[config.mk]
export PLATFORM = sky130hd
export DESIGN_NAME = gpio_mw_bank
export DESIGN_NICKNAME = d
export VERILOG_FILES = /design/src/rtl/gpio_mw_pkg.sv /design/src/rtl/gpio_mw_decode.sv /design/src/rtl/gpio_mw_sync.sv /design/src/rtl/gpio_mw_cfg_reg.sv /design/src/rtl/gpio_mw_out_latch.sv /design/src/rtl/gpio_mw_bank.sv
export SDC_FILE = /design/constraint.sdc
export NUM_CORES = 1
export LEC_CHECK = 0
export ABC_AREA = 1
export BUFFER_PORTS_ARGS = -buffer_cell sky130_fd_sc_hd__buf_2
export CORE_AREA = 2 2 127 129
export DETAILED_ROUTE_END_ITERATION = 12
export DIE_AREA = 0 0 129 131
export GPL_ROUTABILITY_DRIVEN = 1
export GPL_TIMING_DRIVEN = 1
export PLACE_DENSITY_LB_ADDON = 0.12
export REMOVE_ABC_BUFFERS = 1
export SLEW_MARGIN = 20
export SYNTH_ARGS = -nofsm -noshare
export SYNTH_HDL_FRONTEND = slang
export SYNTH_HIERARCHICAL = 1
export SYNTH_SLANG_ARGS = --single-unit
[constraint.sdc]
create_clock -name clk -period 1.8 [get_ports clk]
set_clock_uncertainty 0.15 [all_clocks]
set_input_delay 0.36 -clock clk [delete_from_list [all_inputs] [get_ports clk]]
set_output_delay 0.36 -clock clk [all_outputs]
set_load 0.02 [all_outputs]
[src/rtl/gpio_mw_pkg.sv]
// Shared constants and types for the masked-write GPIO bank.
// Assumes a 32-bit data bus; the offsets are byte addresses.
package gpio_mw_pkg;
    localparam int BUS_W   = 32;
    localparam int HALF_W  = 16;
    localparam int OFF_MW_LO = 32'h000;
    localparam int OFF_MW_HI = 32'h004;
    localparam int OFF_PINS  = 32'h060;
    localparam int OFF_DIR   = 32'h204;
    localparam int OFF_OE    = 32'h208;

    // Write strobes produced by the decoder
    typedef struct packed {
        logic lo;
        logic hi;
        logic dir;
        logic oe;
    } wr_sel_t;

    // Read source produced by the decoder
    typedef enum logic [1:0] {
        RSEL_NONE = 2'd0,
        RSEL_PINS = 2'd1,
        RSEL_DIR  = 2'd2,
        RSEL_OE   = 2'd3
    } rsel_t;

    // Mask with one bit set for each implemented pin
    function automatic logic [BUS_W-1:0] impl_mask(input int n);
        logic [BUS_W-1:0] m;
        for (int i = 0; i < BUS_W; i++) m[i] = (i < n);
        return m;
    endfunction
endpackage

[src/rtl/gpio_mw_decode.sv]
// Address decoder: turns one bus access into write strobes and a read select.
// Assumes full-width address compare; any other offset decodes to nothing.
module gpio_mw_decode
    import gpio_mw_pkg::*;
#(
    parameter int ADDR_W = 12
) (
    input  logic              valid,
    input  logic              write,
    input  logic [ADDR_W-1:0] addr,
    output wr_sel_t           wsel,
    output rsel_t             rsel
);
    logic hit_lo, hit_hi, hit_pins, hit_dir, hit_oe;

    // Compare the address against each mapped offset
    always_comb begin
        hit_lo   = (addr == ADDR_W'(OFF_MW_LO));
        hit_hi   = (addr == ADDR_W'(OFF_MW_HI));
        hit_pins = (addr == ADDR_W'(OFF_PINS));
        hit_dir  = (addr == ADDR_W'(OFF_DIR));
        hit_oe   = (addr == ADDR_W'(OFF_OE));
    end

    // Write strobes fire only for writable offsets
    always_comb begin
        wsel.lo  = valid && write && hit_lo;
        wsel.hi  = valid && write && hit_hi;
        wsel.dir = valid && write && hit_dir;
        wsel.oe  = valid && write && hit_oe;
    end

    // Read select; write-only and unmapped offsets give RSEL_NONE
    always_comb begin
        rsel = RSEL_NONE;
        if (valid && !write) begin
            if (hit_pins)     rsel = RSEL_PINS;
            else if (hit_dir) rsel = RSEL_DIR;
            else if (hit_oe)  rsel = RSEL_OE;
        end
    end
endmodule

[src/rtl/gpio_mw_sync.sv]
// Multi-stage flop synchronizer for asynchronous pin levels.
// Assumes each bit is independent; no bus coherency is implied.
module gpio_mw_sync #(
    parameter int W      = 32,
    parameter int STAGES = 2
) (
    input  logic         clk,
    input  logic         rst_n,
    input  logic [W-1:0] din,
    output logic [W-1:0] dout
);
    logic [STAGES-1:0][W-1:0] stg;

    for (genvar s = 0; s < STAGES; s++) begin : g_stage
        if (s == 0) begin : g_first
            // First stage samples the asynchronous input
            always_ff @(posedge clk) begin
                if (!rst_n) stg[0] <= '0;
                else        stg[0] <= din;
            end
        end else begin : g_next
            // Later stages shift the previous stage along
            always_ff @(posedge clk) begin
                if (!rst_n) stg[s] <= '0;
                else        stg[s] <= stg[s-1];
            end
        end
    end

    assign dout = stg[STAGES-1];
endmodule

[src/rtl/gpio_mw_cfg_reg.sv]
// Plain read/write configuration register with an implemented-bit mask.
// Assumes IMPL marks the writable bits; the others stay at zero.
module gpio_mw_cfg_reg #(
    parameter int             W    = 32,
    parameter logic [W-1:0]   IMPL = '1
) (
    input  logic         clk,
    input  logic         rst_n,
    input  logic         we,
    input  logic [W-1:0] wdata,
    output logic [W-1:0] q
);
    // Load on write, clear on reset, keep unimplemented bits at zero
    always_ff @(posedge clk) begin
        if (!rst_n)  q <= '0;
        else if (we) q <= wdata & IMPL;
    end
endmodule

[src/rtl/gpio_mw_out_latch.sv]
// Output data latch updated through two masked half-word ports.
// Assumes mask in the upper half-word (1 = keep) and data in the lower.
module gpio_mw_out_latch
    import gpio_mw_pkg::*;
#(
    parameter logic [BUS_W-1:0] IMPL = '1
) (
    input  logic             clk,
    input  logic             rst_n,
    input  logic             we_lo,
    input  logic             we_hi,
    input  logic [BUS_W-1:0] wdata,
    output logic [BUS_W-1:0] q
);
    localparam int NHALF = BUS_W / HALF_W;

    logic [HALF_W-1:0] keep;
    logic [HALF_W-1:0] val;

    // Split the write word into its mask and data fields
    always_comb begin
        keep = wdata[BUS_W-1:HALF_W];
        val  = wdata[HALF_W-1:0];
    end

    for (genvar h = 0; h < NHALF; h++) begin : g_half
        logic we_h;
        logic [HALF_W-1:0] impl_h;
        assign we_h   = (h == 0) ? we_lo : we_hi;
        assign impl_h = IMPL[h*HALF_W +: HALF_W];

        // Merge the new data into this half where the mask allows
        always_ff @(posedge clk) begin
            if (!rst_n)
                q[h*HALF_W +: HALF_W] <= '0;
            else if (we_h)
                q[h*HALF_W +: HALF_W] <= ((q[h*HALF_W +: HALF_W] & keep)
                                         | (val & ~keep)) & impl_h;
        end
    end
endmodule

[src/rtl/gpio_mw_bank.sv]
// One GPIO bank with direction, output enable, masked-write output latch
// and synchronized pin readback. Assumes a single-cycle register bus:
// writes commit on the clock edge, reads return combinationally.
module gpio_mw_bank
    import gpio_mw_pkg::*;
#(
    parameter int NUM_PINS = 32,
    parameter int ADDR_W   = 12,
    parameter int SYNC_STG = 2
) (
    input  logic              clk,
    input  logic              rst_n,
    input  logic              bus_valid,
    input  logic              bus_write,
    input  logic [ADDR_W-1:0] bus_addr,
    input  logic [31:0]       bus_wdata,
    output logic [31:0]       bus_rdata,
    input  logic [31:0]       pin_in,
    output logic [31:0]       pin_out,
    output logic [31:0]       pin_drive
);
    localparam logic [BUS_W-1:0] IMPL = impl_mask(NUM_PINS);

    wr_sel_t          wsel;
    rsel_t            rsel;
    logic [BUS_W-1:0] pins_sync;
    logic [BUS_W-1:0] dir_q;
    logic [BUS_W-1:0] oe_q;
    logic [BUS_W-1:0] latch_q;

    gpio_mw_decode #(.ADDR_W(ADDR_W)) u_dec (
        .valid (bus_valid),
        .write (bus_write),
        .addr  (bus_addr),
        .wsel  (wsel),
        .rsel  (rsel)
    );

    gpio_mw_sync #(.W(BUS_W), .STAGES(SYNC_STG)) u_sync (
        .clk   (clk),
        .rst_n (rst_n),
        .din   (pin_in & IMPL),
        .dout  (pins_sync)
    );

    gpio_mw_cfg_reg #(.W(BUS_W), .IMPL(IMPL)) u_dir (
        .clk   (clk),
        .rst_n (rst_n),
        .we    (wsel.dir),
        .wdata (bus_wdata),
        .q     (dir_q)
    );

    gpio_mw_cfg_reg #(.W(BUS_W), .IMPL(IMPL)) u_oe (
        .clk   (clk),
        .rst_n (rst_n),
        .we    (wsel.oe),
        .wdata (bus_wdata),
        .q     (oe_q)
    );

    gpio_mw_out_latch #(.IMPL(IMPL)) u_latch (
        .clk   (clk),
        .rst_n (rst_n),
        .we_lo (wsel.lo),
        .we_hi (wsel.hi),
        .wdata (bus_wdata),
        .q     (latch_q)
    );

    // Select the read source; anything else returns zero
    always_comb begin
        unique case (rsel)
            RSEL_PINS: bus_rdata = pins_sync;
            RSEL_DIR:  bus_rdata = dir_q;
            RSEL_OE:   bus_rdata = oe_q;
            default:   bus_rdata = '0;
        endcase
    end

    // Pad outputs: latch value and drive only for enabled outputs
    always_comb begin
        pin_out   = latch_q;
        pin_drive = dir_q & oe_q;
    end
endmodule

== After elaboration in Yosys (flattened, before gate mapping) ==
Cells that the tools add are included.
Word-level totals
  flip-flop bits (word level): 160
  input bits: 80
  output and inout port bits: 96
  word-level logic and storage cells: 33
Operators by class
  eq/ne operators: 7
  mux-type cells: 5
  bitwise operators: 7
  reduce and logical (&&, ||, !) cells: 8
Operators with widths (number)
  32-bit one-hot mux with 3 select lines: 1
  16-bit bitwise AND: 3
  32-bit bitwise AND: 1
  16-bit OR: 2
  12-bit by 10-bit equality test with 1-bit output (second input constant): 2
  16-bit NOT: 1
  12-bit by 3-bit equality test with 1-bit output (second input constant): 1
  12-bit by 7-bit equality test with 1-bit output (second input constant): 1
  12-bit logical NOT: 1
  2-bit 2-to-1 mux: 4
  1-bit logical AND: 6
  2-bit equality test (second input constant): 2
  2-bit by 1-bit equality test with 1-bit output (second input constant): 1
  1-bit logical NOT: 1

== Longest topological paths before layout ==
Gate-level depths: netlist of run 1.
  depth in word-level cells: 7
  mapped depth: 11
  mapped depth without buffers: 10

== Modules after synthesis ==
Netlist of run 1, hierarchy kept.
By module, submodules not included
  gpio_mw_cfg_reg: times used 2, cells each 202, area an instance 1335.0 um^2, seq. area each 640.6 um^2
  gpio_mw_sync: times used 1, cells each 231, area an instance 2080.7 um^2, seq. area each 1281.2 um^2
  gpio_mw_out_latch: times used 1, cells each 201, area an instance 1423.9 um^2, seq. area each 640.6 um^2
  gpio_mw_bank: times used 1, cells each 214, area an instance 1102.3 um^2, seq. area each 0.0 um^2
  gpio_mw_decode: times used 1, cells each 45, area an instance 230.2 um^2, seq. area each 0.0 um^2

== Worst setup path after synthesis of run 1 ==
No wires, ideal clock.
  path kind: input to output
  start point: in bus_addr[9]
  end point: out bus_rdata[27]
  arrival time: 1.419 ns
  data required time: 1.290 ns
  path slack: -0.129 ns
  cell stages on the path: 9
  path buffers: 2
  path through: nor2_1 > nand2_1 > nor2_1 > nand2_1 > a21boi_1 > buf_6 > buf_6 > nand3_1 > nand3_1
On the way
  word-level cells in the longest chain between the ends: 7
  elaborated cells on any way between the ends: 11
  classes of those cells: eq/ne: 6; mux: 5
Ends and longest elaborated chain
  start, declared: line gpio_mw_bank.sv:15  | input logic [ADDR_W-1:0] bus_addr,
  12-bit by 10-bit equality test with 1-bit output: line gpio_mw_decode.sv:22  | hit_oe = (addr == ADDR_W'(OFF_OE));
  2-bit 2-to-1 mux: line gpio_mw_decode.sv:39  | else if (hit_oe) rsel = RSEL_OE;
  2-bit 2-to-1 mux: line gpio_mw_decode.sv:38  | else if (hit_dir) rsel = RSEL_DIR;
  2-bit 2-to-1 mux *: line gpio_mw_decode.sv:37  | if (hit_pins) rsel = RSEL_PINS;
  2-bit 2-to-1 mux *: line gpio_mw_decode.sv:36  | if (valid && !write) begin
  via rsel[0]: line gpio_mw_bank.sv:25  | rsel_t rsel;
  2-bit equality test / 2-bit by 1-bit equality test with 1-bit output (equally long branches): line gpio_mw_bank.sv:73  | unique case (rsel)
  32-bit one-hot mux with 3 select lines *: line gpio_mw_bank.sv:73
  end, declared: line gpio_mw_bank.sv:17  | output logic [31:0] bus_rdata,
Mark *: on every way through the listed nets, which the timed path passes. The rest lies on a longest branch.

== Worst setup path in the final report of run 1 ==
  start point: in bus_addr[2]
  end point: out bus_rdata[8]
Same word-level chain as after synthesis.

==> out/metrics.cfg, run 1 <==
[run_status]
status = finished with violations
violations = negative setup slack

[setup_path]
ff2ff_path_depth = 2
reg2reg_to = u_dir/q[13]
worstSetupStartpoint = bus_addr[2]
cp_data_required_time_ns = 1.29
path_max_fanout = 28
r2r_setup_slack_ns = 1.00
cp.arrival_ns = 1.81
critical_path_class = primary input to output port
critPathCaptureType = output port
rr_startpoint = u_dir/q[13]
startpoint_type = primary input
worstSetupEndpoint = bus_rdata[8]

[clock_network]
clkTransAtPathRegs_ns = 0.06
cts_tree = yes
root_buffer = clkbuf_16
numCtsBuffers = 17
clk_latency_ns = 0.42
cts_sinks = 160
htreeDepth = 4
cts.path.max_buffers = 2

[global_route]
antenna_found_initial = 1
use_met3 = 0.0554
grt_pass1_wl_mm = 30.1
top_usage_layer = met2
track_usage = 0.230
met1_usage = 0.279
grt_pass1_vias = 6188
use_met2 = 0.384
gr-total-overflow = 0
grt_max_degree = 49

[sta]
max-slew-margin-rel = 0.727
holdWs_ns = 0.0980
clock.fmax_mhz = 432
worst_pin_slew_ns = 0.409
final.setup.worst_slack_ns = -0.516
period_minus_slack_ns = 2.32
grt_setup_unrepaired = true
setup_viol = 32
maxSlewViolCount = 0
finalCritPeriodShare = 1.29
hold_violations = 0

[synth]
synth.distinct_cells = 20
synthCells = 1095
synth_seq_area_share = 0.427
synth.avg_cell_area_sq_um = 6.86
yosys_register_bits = 160
syn_area_sq_mm = 0.00751
yosys_warnings = 6

[floorplanning]
rows = 46
die_width_um = 129
start_util = 0.481
die_h_um = 131
ios = 176
dieArea_sq_mm = 0.0169
core-area_sq_mm = 0.0156

[placed_design]
io_buffers = 175
place.gp.congestion = 0.777
post-place-ws_ns = -0.512
hpwl_mm = 11.6

[detailed_routing]
vias = 7065
wirelength_mm = 21.7
ant_nets = 0
drt_iter0_markers = 468
avgRoutedWirePerCell_um = 14.2
via_per_inst = 4.63
drc = 0
first_pass_iters = 4

[power_and_ir_drop]
seqPwrFrac = 0.470
power_frac_comb = 0.067
vdd_ir_drop_max_mv = 0.618
sw_frac_of_total = 0.223
clkPwrFrac = 0.463
p_per_area_mw_per_mm2 = 743
leakage_nw = 5.73
switchingPower_mw = 1.72
intPower_mw = 5.99

[final_layout]
syn2layout_area_growth_pct = 38.2
drive_gt1_frac = 0.285
nNetsFinal = 1375

[hold_path]
min_path_type = primary input to register

[run]
cap_viol_max_count = 0

## per-stage QoR
step / power (mW) / setup TNS, ns / cell area [sq um] / util / std cells
floorplan: 3.88 / -215.78 / 6700 / - / 1007
global placement: 4.10 / -15.19 / 8300 / 0.532 / 1429
detailed placement: 4.10 / -16.66 / 8300 / 0.532 / 1429
CTS: 7.76 / -24.26 / 9960 / 0.639 / 1521
global route: 7.95 / -18.01 / 10400 / 0.665 / 1525
finish: 7.71 / -15.62 / 10400 / 0.665 / 1525
## cells in the mapped netlist
cell / n / share of area
buf_6: 41 / 0.061
nor2_2: 2 / 0.0017
clkinv_2: 16 / 0.011
nor3_1: 2 / 0.0013
inv_2: 4 / 0.0020
clkbuf_8: 3 / 0.0055
nand2_2: 1 / 0.00083
a21boi_1: 1 / 0.0010
nand2_4: 1 / 0.0015
a21oi_1: 32 / 0.021
nor2_8: 1 / 0.0027
nand3_2: 2 / 0.0027
nor2_1: 169 / 0.085
buf_2: 12 / 0.0080
nor3b_2: 1 / 0.0017
dfxtp_1: 160 / 0.43
nand3_1: 162 / 0.11
nand2_1: 266 / 0.13
buf_4: 32 / 0.032
inv_1: 187 / 0.093
## critical path: stages
cell,delay [ns]
buf_6,0.11
inv_4,0.06
nand2_4,0.05
nor2_4,0.14
nand3_4,0.11
nand2_2,0.09
inv_2,0.05
nor2_4,0.23
buf_12,0.23
nand3_1,0.13
nand3_2,0.11
buf_6,0.12
## layout make-up
class / instances / area, sq um
multi-input combinational: 640 / 3100
inverter: 207 / 810
fill: 1426 / 5220
antenna: 1 / 2.50
clock buffer: 22 / 474
clock inverter: 10 / 110
sequential: 160 / 3200
timing repair buffer: 269 / 2400
tap: 216 / 270
## what timing repair did
action | 4_1_cts | 5_1_grt
hold buffers | 32 | 0
endpoints found under the hold margin | 32 | 0
pin swaps | 4 | 14
resized for setup | 123 | 67
setup buffers | 23 | 5
cloned | 5 | 9
setup endpoints to repair | 32 | 64
## per-layer routing
metal / wire, um / vias up
met5: 0 / -
met4: 641 / 0
met3: 1210 / 45
met2: 10400 / 187
met1: 9470 / 3200
li1: - / 3633
## cell families (layout without fill, tap and decap cells)
logic type | Yosys count | after routing | synth area share
AO/OA/AOI/OAI | 33 | 33 | 0.0223
flip-flops | 160 | 160 | 0.427
buffers and inverters | 295 | 508 | 0.213
other | 0 | 1 | 0
AND/OR/NAND/NOR | 607 | 607 | 0.338
## power by group through the flow
| stage | combinational [mW] | sequential [mW] | clock [mW] |
|---|---|---|---|
| 2_1_floorplan | 0.177 | 3.70 | 0 |
| 3_3_place_gp | 0.397 | 3.70 | 0 |
| 3_5_place_dp | 0.402 | 3.70 | 0 |
| 4_1_cts | 0.506 | 3.63 | 3.62 |
| 5_1_grt | 0.572 | 3.63 | 3.75 |
| 6_report | 0.515 | 3.63 | 3.57 |
## cells in the final DEF, fill, tap and decap left out
| master | synthesis | layout |
|---|---|---|
| nand2_1 | 266 | 257 |
| inv_1 | 187 | 179 |
| nor2_1 | 169 | 161 |
| dfxtp_1 | 160 | 160 |
| buf_2 | 12 | 130 |
| nand3_1 | 162 | 112 |
| buf_6 | 41 | 56 |
| nand3_2 | 2 | 51 |
| dlygate4sd3_1 | 0 | 32 |
| a21oi_1 | 32 | 31 |
| clkbuf_16 | 0 | 23 |
| buf_4 | 32 | 22 |
| clkinv_2 | 16 | 21 |
| buf_12 | 0 | 16 |
| nor2_4 | 0 | 9 |
| inv_2 | 4 | 7 |
| nand2_2 | 1 | 6 |
| inv_4 | 0 | 5 |
| buf_16 | 0 | 5 |
| nand2_4 | 1 | 5 |
| clkbuf_8 | 3 | 3 |
| bufinv_16 | 0 | 2 |
| clkinv_4 | 0 | 2 |
| clkbuf_1 | 0 | 2 |
| buf_8 | 0 | 2 |
| diode_2 | 0 | 1 |
| clkinvlp_4 | 0 | 1 |
| nor2_2 | 2 | 1 |
| nor3_1 | 2 | 1 |
| nor2_8 | 1 | 1 |
| nand3_4 | 0 | 1 |
| a21boi_4 | 0 | 1 |
| nor3b_4 | 0 | 1 |
| nor3_4 | 0 | 1 |
| a21oi_2 | 0 | 1 |
## how the worst min path moves through the flow
stage	from	end	slack [ns]	cells after the start
floorplan	u_sync/stg[0]	u_sync/dout[0]	0.24	2
global placement	u_sync/stg[11]	u_sync/dout[11]	0.24	2
detailed placement	u_sync/stg[4]	u_sync/dout[4]	0.25	2
CTS	bus_wdata[2]	u_dir/q[2]	0.08	5
global route	bus_wdata[3]	u_dir/q[3]	0.11	5
finish	bus_wdata[11]	u_dir/q[11]	0.1	5
(Power assumes the default switching activity.)
==> run 2, diff against run 1 <==
BUFFER_PORTS_ARGS = default   (was -buffer_cell sky130_fd_sc_hd__buf_2)
CORE_AREA = 2 2 118 120   (was 2 2 127 129)
DIE_AREA = 0 0 120 122   (was 0 0 129 131)
DONT_BUFFER_PORTS = 1   (was default)
TNS_END_PERCENT = 1   (was default)
clock period = 2.1 ns   (was 1.8 ns; I/O delays follow)
==> out/metrics.cfg, run 2 (synthesis gave the netlist of run 1 again) <==
[sta]
maxSlewViolCount = 0  ; unchanged
hold_violations = 0  ; unchanged
max-slew-margin-rel = 0.755  ; was 0.727
grt_setup_unrepaired = true  ; unchanged
worst_pin_slew_ns = 0.367  ; was 0.409 ns
final.setup.worst_slack_ns = -0.182  ; was -0.516 ns
clock.fmax_mhz = 438
holdWs_ns = 0.0331  ; was 0.0980 ns
setup_viol = 32  ; unchanged
finalCritPeriodShare = 1.09
period_minus_slack_ns = 2.28

[final_layout]
fin_cells = 1350  ; was 1525
nNetsFinal = 1237  ; was 1375
antenna_cells = 0  ; was 1
final_common_cell = nand2_1  ; unchanged
syn2layout_area_growth_pct = 23.6  ; was 38.2%
final_util = 0.687  ; was 0.665
layout_common_cells = nand2_1 (265), inv_1 (185), nor2_1 (162), dfxtp_1 (160), nand3_1 (116)  ; was nand2_1 (257), inv_1 (179), nor2_1 (161), dfxtp_1 (160), buf_2 (130)
drive_gt1_frac = 0.137  ; was 0.285

[placed_design]
place.gp.congestion = 0.751  ; was 0.777
hpwl_mm = 10.5  ; was 11.6 mm
io_buffers = 0  ; was 175
place_inst = 1212  ; was 1429

[clock_network]
root_buffer = clkbuf_16  ; unchanged
cts.path.max_buffers = 2  ; unchanged
cts_tree = yes  ; unchanged
clkTransAtPathRegs_ns = 0.06  ; about the same
cts_sinks = 160  ; unchanged
numCtsBuffers = 17  ; unchanged
clk_latency_ns = 0.42  ; about the same
htreeDepth = 4  ; unchanged

[setup_path]
reg2reg_to = u_sync/dout[22]  ; was u_dir/q[13]
path_max_fanout = 5  ; was 28
cp_data_required_time_ns = 1.53  ; was 1.29 ns
r2r_setup_slack_ns = 0.90  ; was 1.00 ns
startpoint_type = primary input  ; unchanged
cp.arrival_ns = 1.71  ; was 1.81 ns
rr_startpoint = u_sync/stg[22]  ; was u_dir/q[13]
ff2ff_path_depth = 3  ; was 2
critPathCaptureType = output port  ; unchanged
critical_path_class = primary input to output port  ; unchanged

[global_route]
grt_max_degree = 79  ; was 49
track_usage = 0.253  ; was 0.230
grt_pass1_wl_mm = 29.3  ; was 30.1 mm
gr-total-overflow = 0  ; unchanged
antenna_found_initial = 0  ; was 1
grt_pass1_vias = 6051  ; was 6188

[floorplanning]
start_util = 0.556  ; was 0.481
core-area_sq_mm = 0.0135  ; was 0.0156 sq mm
die_h_um = 122  ; was 131 um
rows = 43  ; was 46
dieArea_sq_mm = 0.0146  ; was 0.0169 sq mm
ios = 176  ; unchanged
die_width_um = 120  ; was 129 um

[detailed_routing]
first_pass_iters = 5  ; was 4
drt_iter0_markers = 405  ; was 468
wirelength_mm = 20.3  ; was 21.7 mm
via_per_inst = 4.98  ; was 4.63
vias = 6727  ; was 7065
ant_nets = 0  ; unchanged
drc = 0  ; unchanged
avgRoutedWirePerCell_um = 15.0  ; was 14.2 um

[hold_path]
holdPathEnd = u_oe/q[9]  ; was u_dir/q[11]
min_path_type = primary input to register  ; unchanged
hold_start = bus_wdata[9]  ; was bus_wdata[11]
whs_path_depth = 4  ; was 5

[power_and_ir_drop]
p_per_area_mw_per_mm2 = 688  ; was 743 mW/mm^2
vdd_ir_drop_max_mv = 0.529  ; was 0.618 mV
clkPwrFrac = 0.458  ; was 0.463
sw_frac_of_total = 0.218  ; was 0.223
power_frac_comb = 0.055  ; was 0.067
leakage_nw = 4.84  ; was 5.73 nW
intPower_mw = 4.99  ; was 5.99 mW
p_total_mw = 6.38  ; was 7.71 mW
switchingPower_mw = 1.39  ; was 1.72 mW
seqPwrFrac = 0.487  ; was 0.470

[run_status]
status = finished with violations  ; unchanged
violations = negative setup slack  ; unchanged

[run]
cap_viol_max_count = 0  ; unchanged

-- run 2: how the worst max path moves through the flow --
stage	depth (start not counted)	slack, ns	start	end
2_1_floorplan	8	-3.15	bus_addr[7]	bus_rdata[0]
3_3_place_gp	8	-0.13	bus_addr[7]	bus_rdata[9]
3_5_place_dp	10	-0.13	bus_addr[2]	bus_rdata[2]
4_1_cts	12	-0.12	bus_addr[2]	bus_rdata[31]
5_1_grt	10	-0.26	bus_addr[10]	bus_rdata[0]
6_report	12	-0.18	bus_addr[1]	bus_rdata[16]
-- run 2: what timing repair did --
| item | 4_1_cts | 5_1_grt |
|---|---|---|
| hold buffers | 90 | 0 |
| gates cloned | 0 | 10 |
| resized for setup | 21 | 50 |
| endpoints found under the setup margin | 32 | 32 |
| setup buffers | 0 | 7 |
| pin swaps | 0 | 29 |
| hold endpoints to repair | 134 | 0 |
-- run 2: final cells by class --
cell class,count,area [sq um]
Sequential cell,160,3200
Fill cell,1166,4220
Clock inverter,10,86.3
Tap cell,180,225
Clock buffer,22,474
Inverter,207,797
Multi-Input combinational cell,640,3040
Timing Repair Buffer,131,1460
-- run 2: metal layers --
metal,vias up,global-route usage,wire [um]
met4,0,0.0853,282
met2,212,0.444,10100
met3,25,0.0772,1510
li1,3352,-,-
met1,3138,0.294,8440
met5,-,0,0
-- run 2: power by group through the flow --
stage / Sequential [mW] / Combinational (mW) / Clock [mW]
after floorplan: 3.17 / 0.152 / 0
after global placement: 3.17 / 0.171 / 0
after detailed placement: 3.17 / 0.174 / 0
after CTS: 3.11 / 0.339 / 2.96
after global routing: 3.11 / 0.394 / 3.12
final: 3.11 / 0.353 / 2.92
-- run 2: worst max-delay path, cell delays in order --
cell     delay [ns]
inv_1          0.04
nand2_1        0.08
nor2_2         0.13
nand3_2        0.13
nand2_2        0.11
inv_2          0.05
nor2_4         0.15
buf_6          0.18
buf_12         0.13
nand3_1        0.08
nand3_2        0.09
buf_6          0.12
-- run 2: stage by stage --
| step | worst slack [ns] | setup TNS [ns] | cell area, sq um |
|---|---|---|---|
| detailed placement | -0.130 | -3.02 | 7220 |
| CTS | -0.119 | -2.35 | 8820 |
| global placement | -0.135 | -3.70 | 7220 |
| finish | -0.182 | -4.60 | 9280 |
| floorplan | -3.15 | -186.98 | 6700 |
| global route | -0.261 | -7.25 | 9280 |
